--- src/rtl/cmpw_pkg.sv ---
package cmpw_pkg;
   typedef enum logic [1:0] {
      PWR_RUN  = 2'd0,
      PWR_STOP = 2'd1,
      PWR_LLK  = 2'd2,
      PWR_DBG  = 2'd3
   } pwr_e;

   localparam int CTRL_W = 7;

   // bit0 is oe, bit6 is ie_fall
   typedef struct packed {
      logic ie_fall;
      logic ie_rise;
      logic flt_en;
      logic smp_en;
      logic win_en;
      logic hs;
      logic oe;
   } ctrl_t;
endpackage

--- src/rtl/cmpw_sync.sv ---
module cmpw_sync #(
   parameter int   STAGES  = 2,
   parameter logic RST_VAL = 1'b0
) (
   input  logic clk,
   input  logic rst_n,
   input  logic d,
   output logic q
);
   generate
      if (STAGES < 2) begin : g_bad
         $error("cmpw_sync: STAGES must be at least 2");
      end
   endgenerate

   logic [STAGES-1:0] chain_q;

   genvar gi;
   generate
      for (gi = 0; gi < STAGES; gi++) begin : g_stage
         if (gi == 0) begin : g_first
            always_ff @(posedge clk or negedge rst_n) begin
               if (!rst_n) chain_q[0] <= RST_VAL;
               else        chain_q[0] <= d;
            end
         end else begin : g_next
            always_ff @(posedge clk or negedge rst_n) begin
               if (!rst_n) chain_q[gi] <= RST_VAL;
               else        chain_q[gi] <= chain_q[gi-1];
            end
         end
      end
   endgenerate

   assign q = chain_q[STAGES-1];
endmodule

--- src/rtl/cmpw_ctrl_regs.sv ---
module cmpw_ctrl_regs
   import cmpw_pkg::*;
#(
   parameter logic [CTRL_W-1:0] RST = '0
) (
   input  logic              clk,
   input  logic              rst_n,
   input  logic              wake_clear,
   input  logic              we,
   input  logic [CTRL_W-1:0] wdata,
   output ctrl_t             q
);
   ctrl_t q_r;

   always_ff @(posedge clk or negedge rst_n) begin
      if (!rst_n)          q_r <= ctrl_t'(RST);
      else if (wake_clear) q_r <= ctrl_t'(RST);
      else if (we)         q_r <= ctrl_t'(wdata);
   end

   assign q = q_r;
endmodule

--- src/rtl/cmpw_edge_flags.sv ---
module cmpw_edge_flags (
   input  logic       clk,
   input  logic       rst_n,
   input  logic       d_sync,
   input  logic       clr_we,
   input  logic [1:0] clr,
   output logic       rise,
   output logic       fall
);
   logic prev_q;
   logic rise_q, fall_q;
   logic rise_ev, fall_ev;

   assign rise_ev = d_sync & ~prev_q;
   assign fall_ev = ~d_sync & prev_q;

   always_ff @(posedge clk or negedge rst_n) begin
      if (!rst_n) begin
         prev_q <= 1'b0;
         rise_q <= 1'b0;
         fall_q <= 1'b0;
      end else begin
         prev_q <= d_sync;
         // a new edge wins over a clear on the same cycle
         rise_q <= rise_ev | (rise_q & ~(clr_we & clr[0]));
         fall_q <= fall_ev | (fall_q & ~(clr_we & clr[1]));
      end
   end

   assign rise = rise_q;
   assign fall = fall_q;
endmodule

--- src/rtl/cmpw_pin_hold.sv ---
module cmpw_pin_hold (
   input  logic clk,
   input  logic rst_n,
   input  logic wake_clear,
   input  logic hold,
   input  logic live,
   output logic pin
);
   logic last_q;

   always_ff @(posedge clk or negedge rst_n) begin
      if (!rst_n)          last_q <= 1'b0;
      else if (wake_clear) last_q <= 1'b0;
      else if (!hold)      last_q <= live;
   end

   assign pin = hold ? last_q : live;
endmodule

--- src/rtl/cmp_pwr_wrap.sv ---
module cmp_pwr_wrap
   import cmpw_pkg::*;
#(
   parameter int                SYNC_STAGES = 2,
   parameter logic [CTRL_W-1:0] CTRL_RST    = '0
) (
   input  logic              clk,
   input  logic              rst_n,
   input  logic [1:0]        pwr_state,
   input  logic              cmp_raw,
   input  logic              ctrl_we,
   input  logic [CTRL_W-1:0] ctrl_wdata,
   input  logic              flag_clr_we,
   input  logic [1:0]        flag_clr,
   output logic [CTRL_W-1:0] ctrl_rd,
   output logic              rise_flag,
   output logic              fall_flag,
   output logic              irq_req,
   output logic              wake_req,
   output logic              pin_out,
   output logic              hs_sel,
   output logic              win_path_en,
   output logic              smp_path_en,
   output logic              flt_path_en,
   output logic              cmp_sync
);
   pwr_e  pwr;
   pwr_e  pwr_q;
   logic  in_llk, llk_exit, low_power;
   ctrl_t ctrl;
   logic  s_q;

   assign pwr       = pwr_e'(pwr_state);
   assign in_llk    = (pwr == PWR_LLK);
   assign low_power = (pwr == PWR_STOP) || in_llk;

   always_ff @(posedge clk or negedge rst_n) begin
      if (!rst_n) pwr_q <= PWR_RUN;
      else        pwr_q <= pwr;
   end

   assign llk_exit = (pwr_q == PWR_LLK) && !in_llk;

   cmpw_sync #(.STAGES(SYNC_STAGES), .RST_VAL(1'b0)) u_sync (
      .clk   (clk),
      .rst_n (rst_n),
      .d     (cmp_raw),
      .q     (s_q)
   );

   cmpw_ctrl_regs #(.RST(CTRL_RST)) u_regs (
      .clk        (clk),
      .rst_n      (rst_n),
      .wake_clear (llk_exit),
      .we         (ctrl_we),
      .wdata      (ctrl_wdata),
      .q          (ctrl)
   );

   cmpw_edge_flags u_flags (
      .clk    (clk),
      .rst_n  (rst_n),
      .d_sync (s_q),
      .clr_we (flag_clr_we),
      .clr    (flag_clr),
      .rise   (rise_flag),
      .fall   (fall_flag)
   );

   cmpw_pin_hold u_pin (
      .clk        (clk),
      .rst_n      (rst_n),
      .wake_clear (llk_exit),
      .hold       (in_llk),
      .live       (ctrl.oe & s_q),
      .pin        (pin_out)
   );

   assign hs_sel      = ctrl.hs     & ~in_llk;
   assign win_path_en = ctrl.win_en & ~in_llk;
   assign smp_path_en = ctrl.smp_en & ~in_llk;
   assign flt_path_en = ctrl.flt_en & ~in_llk;

   assign irq_req  = (rise_flag & ctrl.ie_rise) | (fall_flag & ctrl.ie_fall);
   assign wake_req = irq_req & low_power;
   assign ctrl_rd  = ctrl;
   assign cmp_sync = s_q;
endmodule

--- config.mk ---
export PLATFORM = sky130hd
export DESIGN_NAME = cmp_pwr_wrap
export DESIGN_NICKNAME = d
export VERILOG_FILES = /design/src/rtl/cmpw_pkg.sv /design/src/rtl/cmpw_sync.sv /design/src/rtl/cmpw_ctrl_regs.sv /design/src/rtl/cmpw_edge_flags.sv /design/src/rtl/cmpw_pin_hold.sv /design/src/rtl/cmp_pwr_wrap.sv
export SDC_FILE = /design/constraint.sdc
export NUM_CORES = 1
export LEC_CHECK = 0
export ABC_AREA = 0
export BUFFER_PORTS_ARGS = -buffer_cell sky130_fd_sc_hd__buf_2
export CAP_MARGIN = 20
export CORE_MARGIN = 3
export CORE_UTILIZATION = 42
export DETAILED_ROUTE_END_ITERATION = 8
export PLACE_DENSITY = 0.76
export SYNTH_ARGS = -nofsm -noshare
export SYNTH_HDL_FRONTEND = slang
export SYNTH_SLANG_ARGS = --single-unit
--- constraint.sdc ---
create_clock -name clk -period 1.35 [get_ports clk]
set_clock_uncertainty 0.1 [all_clocks]
set_input_delay 0.135 -clock clk [delete_from_list [all_inputs] [get_ports clk]]
set_output_delay 0.135 -clock clk [all_outputs]
set_load 0.03 [all_outputs]
* Word level (Yosys, flattened, before mapping)
Index checks and enable logic that the tools add are counted.
Storage, ports and cells: flip-flop bits (word level) 15, word-level logic and storage cells 47, output and inout port bits 17, bits of input ports 16
Operators by class: multiplexer cells 4, eq/ne operators 3, bitwise logic cells 22, reductions and logical operators 4
Operators by type and width (count):
- $and 1x1->1 | 14
- $mux 7 | 2
- $not 1->1 | 5
- $eq 2x2->1 const B | 2
- $or 1x1->1 | 3
- $eq 2x1->1 const B | 1
- $mux 1 | 2
- $reduce_bool 2->1 | 1
- $logic_and 1x1->1 | 1
- $logic_not 1->1 | 1
- $logic_or 1x1->1 | 1

* Logic depth before layout (Yosys ltp)
depth in word-level cells 4, gate-level depth with buffers 4, mapped depth without buffers 4

* Cells and area by module
From an unflattened synthesis, not the netlist that was laid out.
Unflattened totals: cells, all modules 47, area, all modules 618.1 µm²
Modules (own cells, without submodules):
- cmpw_ctrl_regs | sequential area each 175.2 µm², times used 1, cells each 22, area an instance 282.8 µm²
- cmp_pwr_wrap | sequential area each 50.0 µm², times used 1, cells each 12, area an instance 127.6 µm²
- cmpw_edge_flags | sequential area each 75.1 µm², times used 1, cells each 8, area an instance 103.8 µm²
- cmpw_pin_hold | sequential area each 25.0 µm², times used 1, cells each 3, area an instance 53.8 µm²
- cmpw_sync | sequential area each 50.0 µm², times used 1, cells each 2, area an instance 50.0 µm²

* Worst setup path before layout
OpenSTA, ideal clock, no wires.
path kind register to output, start point register u_regs.q_r, in the netlist u_regs.q[5], end point output port wake_req, path slack -0.293 ns, data required time 1.115 ns, arrival 1.408 ns, cell stages (with the launch flop) 3, cell sequence dfrtp_1 -> a22o_1 -> nor2b_1
Between the ends: cells in the longest elaborated chain, start to end 3
RTL lines:
- from (decl) | line cmpw_ctrl_regs.sv:13 | ctrl_t q_r;
- from (signal assigned) | line cmpw_ctrl_regs.sv:16 | if (!rst_n) q_r <= ctrl_t'(RST);
- from (signal assigned) | line cmpw_ctrl_regs.sv:17 | else if (wake_clear) q_r <= ctrl_t'(RST);
- from (signal assigned) | line cmpw_ctrl_regs.sv:18 | else if (we) q_r <= ctrl_t'(wdata);
- $and 1x1->1 | line cmp_pwr_wrap.sv:84 | assign irq_req = (rise_flag & ctrl.ie_rise) | (fall_flag & ctrl.ie_fall);
- $or 1x1->1 | line cmp_pwr_wrap.sv:84
- named net irq_req | line cmp_pwr_wrap.sv:18 | output logic irq_req,
- $and 1x1->1 | line cmp_pwr_wrap.sv:85 | assign wake_req = irq_req & low_power;
- to (decl) | line cmp_pwr_wrap.sv:19 | output logic wake_req,
The timed path passes the listed nets, and every way through them passes these cells.

* Final worst setup path
start point register u_flags.rise_q (netlist: u_flags.rise), end point output port wake_req
Between the ends: cells in the longest elaborated chain, start to end 3
RTL lines:
- from (decl) | line cmpw_edge_flags.sv:11 | logic rise_q, fall_q;
- from (signal assigned) | line cmpw_edge_flags.sv:25 | rise_q <= rise_ev | (rise_q & ~(clr_we & clr[0]));
- $and 1x1->1 | line cmp_pwr_wrap.sv:84
- $or 1x1->1 | line cmp_pwr_wrap.sv:84
- $and 1x1->1 | line cmp_pwr_wrap.sv:85
No other way between the ends.

==> out/qor.txt <==
=====================================================================================
Status                                                                   complete, but fails checks
Failing checks                                                           setup timing
PD cells                                                                 1170 nW/um^2
Antenna Nets Post-Route                                                             0
Via count                                                                         528
Clock insertion delay at the later pin of the skew report                      270 ps
Critical Path Sink Type                                                  primary output
Most frequent standard cell in the layout excluding fill and tap cells   sky130_fd_sc_hd__buf_2
Fillcell total                                                                    116
Max Fclk                                                                      699 MHz
Most used cells in the layout excluding fill and tap cells               sky130_fd_sc_hd__buf_2, sky130_fd_sc_hd__dfrtp_1, sky130_fd_sc_hd__mux2i_1, sky130_fd_sc_hd__nor2_1, sky130_fd_sc_hd__buf_4
Crit path buffers/inverters                                                         1
Hold crit path type                                                      input pin to register
Setup violators final                                                               2
Unrepaired setup endpoints after global routing                                   yes
Crit path largest cell delay                                                   400 ps
CTS tree                                                                         done
Total global-route track usage                                                  14.1%
Number of placed I/O pins                                                          33
Synth Register Bits                                                                15
CTS H-tree lvls                                                                     1
Max rail drop VDD                                                            0.722 mV
Series of cell instances along the critical path                         a22o_2, nor2b_4, buf_6
Number of antenna violations at the first check in global routing                   0
Post-Syn Area per Cell                                                     12.6 sq um
Design Power                                                                0.00108 W
Number of iterations in the first detailed-routing pass                             2
Net total in the final layout                                                     112
Total standard cell area after synthesis                                    619 sq um
Number of max-capacitance violations reported                                       0
Number of antenna cells inserted                                                    0
Final wirelength                                                              1.35 mm
Cell family with the largest share of critical-path delay                  flip-flops
Max Slew Vio Count                                                                  0
Total of warnings raised by yosys                                                   0
Residual DRC                                                                        0
Clock transition at the registers of the reported paths                         80 ps
Syn Nets                                                                           66
Number of global-route vias before repair                                         480
Die Wd                                                                        44.4 um
Register area share after synthesis                                             60.6%
Maximum number of pins on one net before global-route repair                       16
TritonCTS sink count                                                               15
Worst-path cell with the longest stage delay                             sky130_fd_sc_hd__dfrtp_1
Number of standard cells in the final layout excluding fillers                    109
Number of port buffers                                                             32
Final core utilization                                                          67.9%
Sum of negative setup slack                                                  -83.3 ps
Signed area change from the synthesized netlist to the final layout             48.1%
Instance count after placement with tap cells included                             95
Detailed-route vias per instance                                                 4.84
Largest fanout of any net on the critical path                                      2
Area of the multi-input gates                                               238 sq um
Effective utilization at floorplan                                              45.9%
Clock period minus final worst setup slack                                    1430 ps
Post-layout worst setup margin                                               -79.8 ps
Total congestion overflow after global routing                                      0
Slew margin rel.                                                                78.5%
Detailed Place HPWL                                                           1.02 mm
Row Count                                                                          13
Number of buffers created by CTS                                                    3
Arrival time at the worst endpoint                                            1190 ps
Clock buffer depth                                                                  2
Die Footprint                                                              1970 sq um
Drt initial violations                                                              7
Routed length per placed instance                                             12.4 um
Largest cells by area after synthesis                                    sky130_fd_sc_hd__dfrtp_1, sky130_fd_sc_hd__mux2i_1, sky130_fd_sc_hd__and2b_2
Post-synthesis cell type with the largest combined area                  sky130_fd_sc_hd__dfrtp_1
Register Area                                                               375 sq um
Startpoint class of the critical path                                        register
Share of post-route cells with drive strength above 1                           51.1%
Required @ worst endpoint                                                     1120 ps
Synthesized instance count                                                         49
Die span in y                                                                 44.4 um
Critical path class                                                      register to primary output
Routability cong.                                                               0.710
Core box area                                                              1350 sq um
Leak Pwr                                                                     0.513 nW
Final Hold Fails                                                                    0
Share of the clock period used by the worst path                                 106%
Number of distinct library cells after synthesis                                   14
Buffer type at the clock tree root                                       sky130_fd_sc_hd__clkbuf_4
Portion of synthesized cell area occupied by the leading cell type              60.6%
Least-Margin Pin Slew                                                          323 ps
Global-route wire length before repair                                        1.99 mm
=====================================================================================
## power breakdown
part | switching, W | internal (W)
registers | 0.0000248 | 0.000488
logic | 0.000191 | 0.000133
clock network | 0.000126 | 0.000114
total | 0.000341 | 0.000735
## layout make-up
| class | instances | share of cell area, % |
|---|---|---|
| Sequential cell | 15 | 40.9 |
| Multi-Input combinational cell | 31 | 25.9 |
| Timing Repair Buffer | 42 | 27.4 |
| Inverter | 2 | 0.819 |
| Clock buffer | 4 | 2.86 |
| Tap cell | 15 | 2.05 |
## synthesized netlist by cell type
cell / number
sky130_fd_sc_hd__o2bb2ai_1: 1
sky130_fd_sc_hd__o21ai_1: 1
sky130_fd_sc_hd__nor3b_4: 1
sky130_fd_sc_hd__inv_1: 2
sky130_fd_sc_hd__mux2i_1: 7
sky130_fd_sc_hd__ha_1: 1
sky130_fd_sc_hd__buf_4: 1
sky130_fd_sc_hd__nor2_1: 7
sky130_fd_sc_hd__and2b_2: 4
sky130_fd_sc_hd__dfrtp_1: 15
sky130_fd_sc_hd__nand2_1: 4
sky130_fd_sc_hd__nand3b_1: 1
sky130_fd_sc_hd__nor2b_1: 2
sky130_fd_sc_hd__a22o_1: 2
## path summary, 6_finish.rpt
kind / startpoint / endpoint / slack (ps) / depth (start not counted)
worst max-delay path: u_flags.rise / wake_req / -80 / 3
worst min-delay path: ctrl_wdata[1] / u_regs.q[1] / 6 / 3
worst max register to register: u_flags.rise / u_flags.rise / 300 / 3
worst min register to register: u_sync.chain_q[0] / u_sync.q / 270 / 0
max in group asynchronous: rst_n / pwr_q[1] / 700 / 2
min in group asynchronous: rst_n / u_regs.q[1] / 210 / 2
## logic make-up after synthesis
logic type	count (synthesis)	share of synthesized area, %
buffers and inverters	3	2.43
muxes	7	11.3
AOI/OAI and AO/OA	4	5.05
and+or+nand+nor	19	18.6
adders and majority gates	1	2.02
DFF	15	60.6
## metrics by stage
stage / area (sq um) / hold WS (ps) / setup WS (ps)
after floorplan: 628 / -261 / 23.7
after global placement: 800 / -48.3 / 129
after detailed placement: 800 / -53.0 / 85.4
after CTS: 887 / 5.49 / -66.6
after global routing: 917 / 18.6 / -108
final: 917 / 6.27 / -79.8
## state kept, by name, summed over array words and instances (netlist names)
register        flops
u_pin.last_q        1
pwr_q               2
u_flags.prev_q      1
u_sync.q            1
u_flags.fall        1
u_sync.chain_q      1
u_regs.q            7
u_flags.rise        1
## what timing repair did
action / in CTS / in global routing
hold buffers: 4 / 0
endpoints found under the setup margin: 2 / 3
endpoints found under the hold margin: 18 / 0
pin swaps: 1 / 1
gates resized for setup: 2 / 0
setup buffers: 2 / 4
## routing by layer
layer | vias to the layer above | share of wire (%) | track usage, %
li1 | 255 | - | -
met1 | 243 | 41 | 16.2
met2 | 28 | 49 | 24.1
met3 | 2 | 9.8 | 3.25
met4 | 0 | 0.82 | 7.23
met5 | - | 0 | 0
## worst register-to-register path, cell delays in order, from the launching register on
cell and delay, ps:
sky130_fd_sc_hd__dfrtp_1 400, sky130_fd_sc_hd__buf_4 140, sky130_fd_sc_hd__buf_4 120, sky130_fd_sc_hd__a22o_1 190
(Power assumes the default switching activity.)
